File: config.mk
export PLATFORM = sky130hd
export DESIGN_NAME = i2c_berr_guard
export DESIGN_NICKNAME = d
export VERILOG_FILES = /design/src/rtl/i2c_berr_pkg.sv /design/src/rtl/berr_line_sync.sv /design/src/rtl/berr_cond_detect.sv /design/src/rtl/berr_responder.sv /design/src/rtl/i2c_berr_guard.sv
export SDC_FILE = /design/constraint.sdc
export NUM_CORES = 1
export LEC_CHECK = 0
export CAP_MARGIN = 15
export CORE_MARGIN = 8
export CORE_UTILIZATION = 36
export DETAILED_ROUTE_END_ITERATION = 10
export PLACE_DENSITY = 0.72
export SYNTH_ARGS = -nofsm -noshare
export SYNTH_HDL_FRONTEND = slang
export SYNTH_HIERARCHICAL = 1
export SYNTH_SLANG_ARGS = --single-unit
File: constraint.sdc
create_clock -name clk -period 1.6 [get_ports clk]
set_input_delay 0.32 -clock clk [delete_from_list [all_inputs] [get_ports clk]]
set_output_delay 0.32 -clock clk [all_outputs]
set_load 0.05 [all_outputs]
File: src/rtl/i2c_berr_pkg.sv
package i2c_berr_pkg;
  typedef enum logic [1:0] {
    PH_IDLE = 2'd0,
    PH_ADDR = 2'd1,
    PH_DATA = 2'd2,
    PH_ACK  = 2'd3
  } frame_ph_e;

  localparam int LINE_CNT = 2;
  localparam int LINE_SCL = 0;
  localparam int LINE_SDA = 1;
endpackage

File: src/rtl/berr_line_sync.sv
module berr_line_sync #(
  parameter int STAGES = 2
) (
  input  logic clk,
  input  logic rst,
  input  logic d_i,
  output logic q_o
);
  logic [STAGES-1:0] pipe_q;

  always_ff @(posedge clk) begin
    if (rst) pipe_q <= '1;
    else     pipe_q <= {pipe_q[STAGES-2:0], d_i};
  end

  assign q_o = pipe_q[STAGES-1];
endmodule

File: src/rtl/berr_cond_detect.sv
module berr_cond_detect (
  input  logic clk,
  input  logic rst,
  input  logic scl_s_i,
  input  logic sda_s_i,
  output logic start_o,
  output logic stop_o
);
  logic scl_prev_q, sda_prev_q;

  always_ff @(posedge clk) begin
    if (rst) begin
      scl_prev_q <= 1'b1;
      sda_prev_q <= 1'b1;
    end else begin
      scl_prev_q <= scl_s_i;
      sda_prev_q <= sda_s_i;
    end
  end

  // Both samples of SCL high around an SDA edge
  assign start_o = scl_s_i && scl_prev_q && sda_prev_q && !sda_s_i;
  assign stop_o  = scl_s_i && scl_prev_q && !sda_prev_q && sda_s_i;

  p_cond_exclusive_r1: assert property (@(posedge clk) disable iff (rst)
    !(start_o && stop_o));
  p_cond_needs_scl_r1: assert property (@(posedge clk) disable iff (rst)
    (start_o || stop_o) |-> scl_s_i && $past(scl_s_i));
endmodule

File: src/rtl/berr_responder.sv
module berr_responder
  import i2c_berr_pkg::*;
#(
  parameter int          STAT_W   = 8,
  parameter logic [STAT_W-1:0] IDLE_STAT = 8'hF8,
  parameter logic [STAT_W-1:0] ERR_STAT  = 8'h00
) (
  input  logic              clk,
  input  logic              rst,
  input  logic              cond_i,
  input  frame_ph_e         phase_i,
  input  logic              involved_i,
  input  logic              irq_clr_i,
  input  logic              stat_wr_i,
  input  logic [STAT_W-1:0] stat_d_i,
  output logic              mode_rst_o,
  output logic              rel_scl_o,
  output logic              rel_sda_o,
  output logic              irq_o,
  output logic [STAT_W-1:0] status_o
);
  logic hit;
  assign hit = cond_i && involved_i && (phase_i != PH_IDLE);

  always_ff @(posedge clk) begin
    if (rst) begin
      mode_rst_o <= 1'b0;
      rel_scl_o  <= 1'b0;
      rel_sda_o  <= 1'b0;
      irq_o      <= 1'b0;
      status_o   <= IDLE_STAT;
    end else begin
      mode_rst_o <= hit;
      rel_scl_o  <= hit;
      rel_sda_o  <= hit;
      if (hit)            irq_o <= 1'b1;
      else if (irq_clr_i) irq_o <= 1'b0;
      if (hit)            status_o <= ERR_STAT;
      else if (stat_wr_i) status_o <= stat_d_i;
    end
  end

  p_err_cause_r2: assert property (@(posedge clk) disable iff (rst)
    mode_rst_o |-> $past(cond_i) && $past(involved_i) && ($past(phase_i) != PH_IDLE));
  p_release_both_r6: assert property (@(posedge clk) disable iff (rst)
    mode_rst_o |-> rel_scl_o && rel_sda_o);
  p_err_flag_r7: assert property (@(posedge clk) disable iff (rst)
    mode_rst_o |-> irq_o);
  p_irq_sticky_r7: assert property (@(posedge clk) disable iff (rst)
    $past(irq_o) && !$past(irq_clr_i) |-> irq_o);
  p_err_status_r8: assert property (@(posedge clk) disable iff (rst)
    mode_rst_o |-> status_o == ERR_STAT);
  p_status_hold_r8: assert property (@(posedge clk) disable iff (rst)
    !mode_rst_o && !$past(stat_wr_i) |-> $stable(status_o));
endmodule

File: src/rtl/i2c_berr_guard.sv
module i2c_berr_guard
  import i2c_berr_pkg::*;
#(
  parameter int SYNC_STAGES = 2,
  parameter int STAT_W      = 8
) (
  input  logic              clk,
  input  logic              rst,
  input  logic              scl_i,
  input  logic              sda_i,
  input  logic [1:0]        phase_i,
  input  logic              involved_i,
  input  logic              irq_clr_i,
  input  logic              stat_wr_i,
  input  logic [STAT_W-1:0] stat_d_i,
  output logic              mode_rst_o,
  output logic              rel_scl_o,
  output logic              rel_sda_o,
  output logic              irq_o,
  output logic [STAT_W-1:0] status_o
);
  logic [LINE_CNT-1:0] raw_lines, synced;
  logic start_w, stop_w;

  assign raw_lines[LINE_SCL] = scl_i;
  assign raw_lines[LINE_SDA] = sda_i;

  for (genvar g = 0; g < LINE_CNT; g++) begin : g_sync
    berr_line_sync #(.STAGES(SYNC_STAGES)) i_sync (
      .clk(clk), .rst(rst), .d_i(raw_lines[g]), .q_o(synced[g])
    );
  end

  berr_cond_detect i_detect (
    .clk(clk), .rst(rst),
    .scl_s_i(synced[LINE_SCL]), .sda_s_i(synced[LINE_SDA]),
    .start_o(start_w), .stop_o(stop_w)
  );

  berr_responder #(.STAT_W(STAT_W)) i_resp (
    .clk(clk), .rst(rst),
    .cond_i(start_w || stop_w),
    .phase_i(frame_ph_e'(phase_i)),
    .involved_i(involved_i),
    .irq_clr_i(irq_clr_i),
    .stat_wr_i(stat_wr_i),
    .stat_d_i(stat_d_i),
    .mode_rst_o(mode_rst_o),
    .rel_scl_o(rel_scl_o),
    .rel_sda_o(rel_sda_o),
    .irq_o(irq_o),
    .status_o(status_o)
  );

  p_idle_quiet_r4: assert property (@(posedge clk) disable iff (rst)
    $past(phase_i) == 2'd0 |-> !mode_rst_o);
  p_uninvolved_quiet_r3: assert property (@(posedge clk) disable iff (rst)
    !$past(involved_i) |-> !mode_rst_o);
endmodule

### Word-level counts from Yosys, hierarchy flattened

Cells that the tools add are included.

| cells by class | value |
|---|---|
| muxes and demuxes | 4 |
| reduce and logical (&&, ||, !) cells | 14 |

Operators by type and width:

| cell | count |
|---|---|
| $mux W8 | 2 |
| $logic_and A1 B1 Y1 | 7 |
| $reduce_bool A2 Y1 | 3 |
| $logic_not A1 Y1 | 2 |
| $mux W1 | 2 |
| $reduce_or A2 Y1 | 1 |
| $logic_or A1 B1 Y1 | 1 |

| word-level totals | value |
|---|---|
| register bits after elaboration | 16 |
| input bits | 17 |
| logic and storage cells | 26 |

### Logic depth before layout (Yosys ltp)

Gate-level depths: netlist (run 1).

| logic depth | value |
|---|---|
| word-level depth | 7 |
| gate-level depth with buffers | 4 |
| mapped depth without buffers | 4 |

### Cells and area by module

Netlist (run 1), hierarchy kept.

Modules (own cells, without submodules):

| module | instances | cells each | area an instance (sq um) |
|---|---|---|---|
| berr_responder | 1 | 35 | 415.4 |
| berr_line_sync | 2 | 4 | 52.6 |
| berr_cond_detect | 1 | 6 | 72.6 |
| i2c_berr_guard | 1 | 1 | 6.3 |

### Worst setup path before layout (run 1)

No wires, ideal clock.

| timing | value |
|---|---|
| path type | reg-to-output |
| start point | register, netlist name i_resp/rel_sda_o |
| end point | output rel_scl_o |
| data arrival time | 914 ps |
| data required time | 1280 ps |
| path slack | 366 ps |
| cell stages (with the launch flop) | 2 |
| buffers on the path | 1 |
| cells stage by stage | dfxtp_1 -> buf_4 |

RTL lines:

| item | RTL line | RTL |
|---|---|---|
| end: declaration | i2c_berr_guard.sv:17 | `output logic rel_scl_o,` |

### Worst setup path after layout (run 1)

| timing | value |
|---|---|
| start point | register i_resp.rel_sda_o |
| end point | output rel_sda_o |

RTL lines:

| item | RTL line | RTL |
|---|---|---|
| start: declaration | berr_responder.sv:18 | `output logic rel_sda_o,` |
| start signal: assignment | berr_responder.sv:35 | `rel_sda_o <= hit;` |
| end: declaration | i2c_berr_guard.sv:18 | `output logic rel_sda_o,` |

No word-level cell between the ends.

==> results of run 1 <==
==> Yosys cell counts <==
cell type	count	area share (%)
a21oi_1	1	0.83
and4b_1	2	3.3
buf_2	1	0.83
buf_4	3	3.8
dfxtp_1	16	53
mux2i_1	8	13
nand2b_1	1	1.0
nor2_1	1	0.63
nor3_2	3	5.0
o211a_4	1	2.9
o211ai_1	1	1.3
o21bai_1	5	6.3
or2_1	7	7.3
==> cell families (layout without fill, tap and decap cells) <==
logic type / Yosys count / count (layout) / share of synthesized area, %
AO/OA/AOI/OAI: 8 / 8 / 11.3
flip-flops: 16 / 16 / 53.4
AND/OR/NAND/NOR: 14 / 14 / 17.3
buffers and inverters: 4 / 34 / 4.59
multiplexers: 8 / 8 / 13.4
==> metrics by stage <==
step                hold WS, ps  power [mW]  std cells  util [%]  worst slack (ps)
floorplan                   383       0.537         50         -               366
global placement            387       0.610         92      55.6               165
detailed placement          391       0.612         92      55.6               142
CTS                         414       0.881         96      58.0               405
global route                422       0.916         96      58.0               354
finish                      407       0.864         96      58.0               425
==> worst paths after layout <==
kind	slack, ps	startpoint	cells past startpoint	endpoint
worst min register to register	410	g_sync[0].i_sync/pipe_q[0]	1	g_sync[0].i_sync/pipe_q[1]
worst max register to register	430	g_sync[1].i_sync/pipe_q[1]	4	i_resp/status_o[2]
worst max-delay path	430	i_resp/rel_sda_o	1	rel_sda_o
worst min-delay path	410	g_sync[0].i_sync/pipe_q[0]	1	g_sync[0].i_sync/pipe_q[1]
==> where the power goes <==
part           internal [mW]  switching [mW]  leakage (nW)
Clock                  0.139           0.125        0.0210
Combinational         0.0798          0.0927         0.248
Sequential             0.419         0.00916         0.132
==> final cells by class <==
| cell class | count | area [um^2] |
|---|---|---|
| Sequential cell | 16 | 320 |
| Multi-Input combinational cell | 30 | 251 |
| Clock buffer | 4 | 36.3 |
| Timing Repair Buffer | 30 | 265 |
| Tap cell | 16 | 20.0 |
| Fill cell | 140 | 648 |
==> sequential cells by signal (all words and copies together), names as in the netlist <==
| name | count |
|---|---|
| i_detect/scl_prev_q | 1 |
| i_resp/rel_sda_o | 1 |
| i_detect/sda_prev_q | 1 |
| i_resp/status_o | 8 |
| i_resp/irq_o | 1 |
| g_sync.i_sync/pipe_q | 4 |
==> routing by layer <==
metal / wire length [um] / track usage (%)
met1: 587 / 10.5
met2: 554 / 11.9
met3: 107 / 5.84
met4: 22 / 4.03
met5: 0 / 0
==> results by group, run 1 <==
Status
  • Outcome: finished clean

Drt
  • Vias per Instance: 4.92
  • WL final: 1270 um
  • Routed wire per std cell: 13.3 um
  • DRT antenna net count: 0
  • DR vias: 472
  • # DRC: 0
  • Initial DRT Pass Iterations: 4
  • Initial DRC count: 4

STA
  • Relative slew slack: 66.5%
  • Final period utilization: 73.4%
  • Final setup violation count: 0
  • Post-layout min period: 1170 ps
  • Setup TNS: 0 ps
  • Slew @ Worst Pin: 501 ps
  • Worst Clk Skew: 3.72 ps
  • RSZ-0062 raised after global routing: false
  • Max frequency: 851 MHz
  • Final count of hold timing violations: 0
  • Max Slew Vio Count: 0

Synth
  • Syn Nets: 67
  • Distinct cells, synth: 13
  • Post-synthesis sequential area ratio: 53.4%
  • Cell count after synthesis: 50
  • Cell area after synthesis: 599 um^2
  • Avg Inst Size Synth: 12.0 um^2
  • Synth warn: 6
  • Yosys reg bits: 16

Critical path
  • Worst Path Max Fanout: 3
  • Slowest-stage cell, CP: dfxtp_1
  • Critical path startpoint category: flip-flop
  • Arr. time, crit path: 850 ps
  • CP Cell Sequence: buf_4
  • Critical path endpoint category: output port
  • Critical path buffers and inverters: 1
  • Crit-path leading delay family: flip-flops
  • Worst path max stage delay: 360 ps
  • Critical Path RT: 1280 ps
  • WS Path Type: flip-flop to output port

Die
  • Initial Util: 38.9%
  • Die Ht: 56.8 um
  • Die area: 3230 um^2
  • Io pins: 29
  • Row cnt: 14
  • Core area: 1540 um^2
  • Chip width: 56.8 um

GRT
  • Gr usage total: 8.84%
  • Largest net degree at the start of global routing: 17
  • First-pass GRT wire length: 2270 um
  • Vias in the first global route: 467
  • Initial antenna violation count: 0
  • Congestion Overflow GR: 0

Final layout
  • Design Area, Final: 893 um^2
  • Ratio of cells with drive above 1 in the final layout: 27.5%
  • Final net count: 98
  • Most frequent cells in the layout: 16 x dfxtp_1, 16 x clkdlybuf4s50_1, 14 x buf_4, 8 x mux2i_1, 7 x or2_1
  • Area Overhead vs Synth: 49.1%
  • Total inserted antenna cells: 0

Placed design
  • Port bufs: 28
  • RePlAce Congestion: 0.608
  • DP Area: 857 um^2

Clock network
  • Bufs on Longest Clock Path: 2
  • Post CTS Setup Buffer Count: 0
  • CTS H-tree depth: 1
  • Clock slew at reported path FFs: 90 ps
  • CTS resizes: 0
  • Root buffer cell: clkbuf_4
  • Hold_buf cts: 0
  • CTS tree: yes
  • TritonCTS Buffers: 3
  • CTS sink cnt: 16
  • Clk_lat worst skew: 290 ps

Power and ir drop
  • Leak: 0.401 nW
  • Maximum vdd drop: 0.423 mV
  • Pwr Density: 968 nW/um^2

Flow run
  • Max-Cap Viols: 0

Min path
  • Hold WC Path Type: flip-flop to flip-flop
Note: power is estimated with default switching activity, not from simulation.
==> run 2: changes to the inputs <==
==> constraint.sdc (replaced) <==
create_clock -name clk -period 1.1 [get_ports clk]
set_input_delay 0.22 -clock clk [delete_from_list [all_inputs] [get_ports clk]]
set_output_delay 0.22 -clock clk [all_outputs]
set_load 0.05 [all_outputs]
==> run 2 against run 1 <==
The flow now finishes with violations (negative setup slack). Largest cell class is now buffers. Via count increased by 1.1%. Global-route usage decreased by 0.18 points. Combinational power increased by 86%. Sequential power increased by 48%. Worst setup slack got worse by 470 ps. Largest power group unchanged. Wire length increased by 10%. Total power increased by 55%. Clock power increased by 45%. Worst hold slack improved by 13 ps.
==> results by group, run 2 (synthesis gave the netlist of run 1 again) <==
Die
  • Die Ht: 56.8 um (unchanged)
  • Chip width: 56.8 um (unchanged)
  • Initial Util: 38.9% (unchanged)
  • Io pins: 29 (unchanged)
  • Row cnt: 14 (unchanged)
  • Core area: 1540 um^2 (unchanged)
  • Die area: 3230 um^2 (unchanged)

Final layout
  • Most common cell after layout, fill and taps aside: clkdlybuf4s50_1
  • Total inserted antenna cells: 0 (unchanged)
  • Area occupied by multi-input gates: 251 um^2 (unchanged)
  • Final net count: 100 (+2.0%)
  • Reg area: 328 um^2 (+2.3%)
  • # fillers: 121 (-14%)
  • Number of flip-flops in the largest register: 8 (unchanged)
  • Util after Layout: 70.0% (+12 points)
  • Most frequent cells in the layout: 16 x clkdlybuf4s50_1, 13 x buf_12, 12 x dfxtp_1, 8 x mux2i_1, 7 x or2_1
  • Largest Register: i_resp/status_o
  • Area Overhead vs Synth: 80.0%
  • Design Area, Final: 1080 um^2 (+21%)
  • Ratio of cells with drive above 1 in the final layout: 34.1% (+6.6 points)
  • Finished Layout Cells: 98 (+2.1%)
  • Biggest regs: i_resp/status_o (8), g_sync.i_sync/pipe_q (4)

Clock network
  • Clock slew at reported path FFs: 100 ps (about the same)
  • Bufs on Longest Clock Path: 2 (unchanged)
  • TritonCTS Buffers: 3 (unchanged)
  • CTS H-tree depth: 1 (unchanged)
  • CTS tree: yes
  • Hold_buf cts: 0 (unchanged)
  • Root buffer cell: clkbuf_4
  • CTS sink cnt: 16 (unchanged)
  • Clk_lat worst skew: 280 ps (about the same)

GRT
  • Initial antenna violation count: 0 (unchanged)
  • Vias in the first global route: 510 (+9.2%)
  • Largest net degree at the start of global routing: 10 (-7)
  • Gr usage total: 8.65% (-0.18 points)
  • First-pass GRT wire length: 2330 um (+2.7%)
  • Congestion Overflow GR: 0 (unchanged)

Status
  • Outcome: finished, violations left
  • Violated checks: negative setup slack

Drt
  • Vias per Instance: 4.87 (-1.0%)
  • DR vias: 477 (+1.1%)
  • # DRC: 0 (unchanged)
  • DRT antenna net count: 0 (unchanged)
  • WL final: 1400 um (+10%)
  • Initial DRC count: 3 (-1)
  • Initial DRT Pass Iterations: 2 (-2)
  • Routed wire per std cell: 14.3 um (+8.1%)

STA
  • Max Slew Vio Count: 0 (unchanged)
  • Setup WS post-layout: -41.8 ps (-467 ps)
  • RSZ-0062 raised after global routing: true
  • Final period utilization: 104%
  • Final count of hold timing violations: 0 (unchanged)
  • Max frequency: 876 MHz
  • Final setup violation count: 8 (+8)
  • Relative slew slack: 84.2% (+18 points)
  • Slew @ Worst Pin: 231 ps (-270 ps)
  • Worst Clk Skew: 5.53 ps (+1.81 ps)
  • Post-layout min period: 1140 ps

Placed design
  • RePlAce Congestion: 0.656 (+7.8%)
  • DP Area: 1040 um^2 (+21%)
  • Port bufs: 28 (unchanged)
  • Dpl hpwl: 1130 um
  • Dpl cells: 94 (+2.2%)

Flow run
  • Max-Cap Viols: 0 (unchanged)

Critical path
  • Arr. time, crit path: 1360 ps (+510 ps)
  • Critical Path RT: 1320 ps (+40 ps)
  • WS Path Type: flip-flop to flip-flop
  • Worst Path Max Fanout: 8 (+5)
  • Critical path endpoint category: flip-flop
  • Critical path startpoint category: flip-flop

Power and ir drop
  • Leak: 0.464 nW (+16%)
  • Total power: 1.34 mW (+55%)
  • Pwr Density: 1240 nW/um^2 (+28%)
  • Maximum vdd drop: 0.738 mV (+74%)

Min path
  • Hold WC Path Type: flip-flop to flip-flop
-- run 2: cell types whose count changed in the layout (fill, tap and decap cells not counted) --
cell,previous run,this run
dfxtp_4,0,1
buf_4,14,3
buf_12,0,13
dfxtp_2,0,3
dfxtp_1,16,12
-- run 2: worst max-delay path, stage by stage (launching register included) --
cell	delay [ps]
dfxtp_2	330
and4b_1	170
or2_1	250
o211a_4	190
nor3_2	150
-- run 2: cell type report --
class                           instances  area share, %
Sequential cell                        16           30.4
Clock buffer                            4           3.36
Tap cell                               16           1.86
Multi-Input combinational cell         30           23.3
Timing Repair Buffer                   32           41.1
-- run 2: path summary, 6_finish.rpt --
path | from | endpoint | slack, ps | cells after the start
hold / removal | g_sync[1].i_sync/pipe_q[0] | g_sync[1].i_sync/pipe_q[1] | 420 | 1
setup / recovery | i_detect/sda_prev_q | i_resp/status_o[2] | -40 | 4
hold reg to reg | g_sync[1].i_sync/pipe_q[0] | g_sync[1].i_sync/pipe_q[1] | 420 | 1
setup reg to reg | i_detect/sda_prev_q | i_resp/status_o[2] | -40 | 4
-- run 2: layer usage --
layer	track usage [%]	share of wire [%]	vias up
met2	15.0	48	17
met1	9.21	45	224
li1	-	-	236
met3	4.04	7.1	0
met4	2.01	0	0
met5	0	0	-
-- run 2: metrics by stage --
| step | setup TNS, ps | hold slack, ps | setup slack, ps |
|---|---|---|---|
| 5_1_grt | -826 | 438 | -114 |
| 3_5_place_dp | -1600 | 397 | -203 |
| 4_1_cts | -344 | 420 | -57.9 |
| 3_3_place_gp | -1420 | 387 | -159 |
| 2_1_floorplan | 0 | 317 | 25.3 |
| 6_report | -215 | 420 | -41.8 |
-- run 2: where the power goes --
group / internal [mW] / switching (mW) / leakage [nW]
Clock: 0.201 / 0.181 / 0.0210
Sequential: 0.609 / 0.0261 / 0.132
Combinational: 0.182 / 0.139 / 0.312
Total: 0.992 / 0.346 / 0.464
-- run 2: timing repair --
action	4_1_cts	5_1_grt
pin swaps	3	4
setup buffers	0	0
endpoints found under the setup margin	8	14
resized for setup	1	3
==> run 3: changes to the inputs <==
--- a/config.mk
+++ b/config.mk
@@ -7,9 +7,9 @@
 export LEC_CHECK = 0
 export CAP_MARGIN = 15
 export CORE_MARGIN = 8
-export CORE_UTILIZATION = 36
+export CORE_UTILIZATION = 38
 export DETAILED_ROUTE_END_ITERATION = 10
-export PLACE_DENSITY = 0.72
+export PLACE_DENSITY = 0.76
 export SYNTH_ARGS = -nofsm -noshare
 export SYNTH_HDL_FRONTEND = slang
 export SYNTH_HIERARCHICAL = 1
==> run 3 against run 2 <==
The flow still finishes with violations (negative setup slack). Fmax is 0.13% higher. Via count is 0.21% lower. Wire length is 8.4% lower. Global-route usage is 0.13 points higher. Total power is 0.69% lower. Cell count is 1.0% lower. Sequential share of layout area is 0.051 points higher. Largest cell class unchanged.
==> results by group, run 3 (synthesis gave the netlist of run 1 again) <==
STA
  • WHS: 411 ps (-9.34 ps)
  • Final count of hold timing violations: 0 (unchanged)
  • Final setup violation count: 7 (-1)
  • Max frequency: 877 MHz (+0.13%)
  • Max Slew Vio Count: 0 (unchanged)
  • Final period utilization: 104% (-0.14 points)
  • Post-layout min period: 1140 ps (-1.51 ps)
  • Relative slew slack: 88.3% (+4.2 points)
  • Worst Clk Skew: 5.33 ps (-0.201 ps)
  • RSZ-0062 raised after global routing: true
  • Setup WS post-layout: -40.3 ps (+1.51 ps)
  • Slew @ Worst Pin: 170 ps (-60.8 ps)

Min path
  • Hold WC Path Type: flip-flop to flip-flop
  • Worst hold stages: 1 (unchanged)
  • Hold path start: g_sync[0].i_sync/pipe_q[0]
  • Hold endpoint: g_sync[0].i_sync/pipe_q[1]

Critical path
  • CP Cell Sequence: and4b_1, or2_1, o211a_4, o21bai_1
  • Critical Path RT: 1320 ps (about the same)
  • FF-to-FF Start: g_sync[1].i_sync/pipe_q[1]
  • Worst Path Max Fanout: 8 (unchanged)
  • Reg-to-reg slack, setup: -40 ps (about the same)
  • R2R depth: 4 (unchanged)
  • Reg-to-Reg End: i_resp/status_o[6]
  • Worst path max stage delay: 340 ps (about the same)
  • WS Path Type: flip-flop to flip-flop
  • Arr. time, crit path: 1360 ps (about the same)
  • Critical path buffers and inverters: 0 (unchanged)
  • Slowest-stage cell, CP: dfxtp_2
  • Critical path endpoint category: flip-flop
  • Crit-path leading delay family: simple AND/OR/NAND/NOR gates
  • Critical path startpoint category: flip-flop

Final layout
  • Total inserted antenna cells: 0 (unchanged)
  • Number of flip-flops in the largest register: 8 (unchanged)
  • # fillers: 109 (-9.9%)
  • Area occupied by multi-input gates: 251 um^2 (unchanged)
  • Final net count: 99 (-1.0%)
  • Reg area: 325 um^2 (-0.76%)
  • Biggest regs: i_resp/status_o (8), g_sync.i_sync/pipe_q (4)
  • Finished Layout Cells: 97 (-1.0%)
  • Ratio of cells with drive above 1 in the final layout: 30.9% (-3.3 points)
  • Largest Register: i_resp/status_o
  • Area Overhead vs Synth: 78.3%
  • Most frequent cells in the layout: 16 x clkdlybuf4s50_1, 14 x dfxtp_1, 13 x buf_12, 8 x mux2i_1, 7 x or2_1
  • Most common cell after layout, fill and taps aside: clkdlybuf4s50_1

Drt
  • Initial DRT Pass Iterations: 2 (unchanged)
  • # DRC: 0 (unchanged)
  • DR vias: 476 (-0.21%)
  • Initial DRC count: 1 (-2)
  • Vias per Instance: 4.91 (+0.82%)
  • DRT antenna net count: 0 (unchanged)
  • WL final: 1290 um (-8.4%)
  • Routed wire per std cell: 13.3 um (-7.5%)

Clock network
  • Bufs on Longest Clock Path: 2 (unchanged)
  • Root buffer cell: clkbuf_4
  • CTS sink cnt: 16 (unchanged)
  • CTS H-tree depth: 1 (unchanged)
  • Clock slew at reported path FFs: 90 ps (about the same)
  • Post CTS Setup Buffer Count: 0 (unchanged)
  • TritonCTS Buffers: 3 (unchanged)
  • Clk_lat worst skew: 280 ps (about the same)
  • CTS tree: yes
  • Hold_buf cts: 0 (unchanged)

Die
  • Io pins: 29 (unchanged)
  • Die area: 3100 um^2 (-3.8%)
  • Row cnt: 14 (unchanged)
  • Initial Util: 40.3% (+1.4 points)
  • Chip width: 55.7 um (-1.9%)
  • Die Ht: 55.7 um (-1.9%)
  • Core area: 1490 um^2 (-3.4%)

GRT
  • Gr usage total: 8.78% (+0.13 points)
  • Largest net degree at the start of global routing: 10 (unchanged)
  • First-pass GRT wire length: 2190 um (-6.2%)
  • Initial antenna violation count: 0 (unchanged)
  • Vias in the first global route: 521 (+2.2%)
  • Congestion Overflow GR: 0 (unchanged)

Flow run
  • Max-Cap Viols: 0 (unchanged)

Power and ir drop
  • Maximum vdd drop: 1.03 mV (+40%)
  • Leak: 0.455 nW (-2.0%)
  • Pwr Density: 1240 nW/um^2 (+0.24%)

Placed design
  • RePlAce Congestion: 0.672 (+2.5%)
  • Dpl cells: 93 (-1.1%)
  • Port bufs: 28 (unchanged)
  • Dpl ws: -164 ps (+39.2 ps)

Status
  • Violated checks: negative setup slack
  • Outcome: finished, violations left
run 3: cell count changes in the layout (fill, tap and decap cells not counted):
cell,change
dfxtp_1,+2
buf_4,-1
dfxtp_2,-2
run 3: timing repair:
action,CTS,global route
pin swaps,8,3
endpoints found under the setup margin,8,13
resized for setup,1,1
cloned,0,0
run 3: how the worst max path moves through the flow:
stage                                     from                  to  slack, ps  cells past startpoint
finish              g_sync[1].i_sync/pipe_q[1]  i_resp/status_o[6]        -40                      4
global route        g_sync[1].i_sync/pipe_q[1]  i_resp/status_o[7]       -140                      4
CTS                 g_sync[1].i_sync/pipe_q[1]  i_resp/status_o[7]        -50                      4
detailed placement                   stat_wr_i  i_resp/status_o[6]       -160                      4
global placement                     stat_wr_i  i_resp/status_o[0]       -150                      4
floorplan                  i_detect/sda_prev_q  i_resp/status_o[0]         30                      4
run 3: routing by layer:
metal | vias up | track usage (%) | wire (um)
li1 | 236 | - | -
met1 | 218 | 8.66 | 522
met2 | 19 | 14.7 | 636
met3 | 3 | 3.88 | 100
met4 | 0 | 5.28 | 27
met5 | - | 0 | 0
run 3: power by group:
group / internal (mW) / switching (mW)
sequential: 0.608 / 0.0257
combinational: 0.180 / 0.136
clock: 0.201 / 0.177
total: 0.990 / 0.339
run 3: through the flow:
step	total power, mW	area (um^2)	TNS, ps	util, %
after floorplan	0.781	601	0	-
after global placement	0.963	1030	-1220	69.1
after detailed placement	0.969	1030	-1360	69.1
after CTS	1.35	1070	-263	71.6
after global routing	1.40	1070	-979	71.8
final	1.33	1070	-198	71.8
run 3: worst register-to-register path, stage by stage, from the launching register on:
cell and delay [ps]:
dfxtp_2 340, and4b_1 180, or2_1 250, o211a_4 190, o21bai_1 140
run 3: final cells by class:
| class | count | share of cell area, % |
|---|---|---|
| well taps | 16 | 1.87 |
| repair buffers | 31 | 40.7 |
| multi-input cells | 30 | 23.5 |
| flip-flops and latches | 16 | 30.4 |
| clock buffers | 4 | 3.40 |
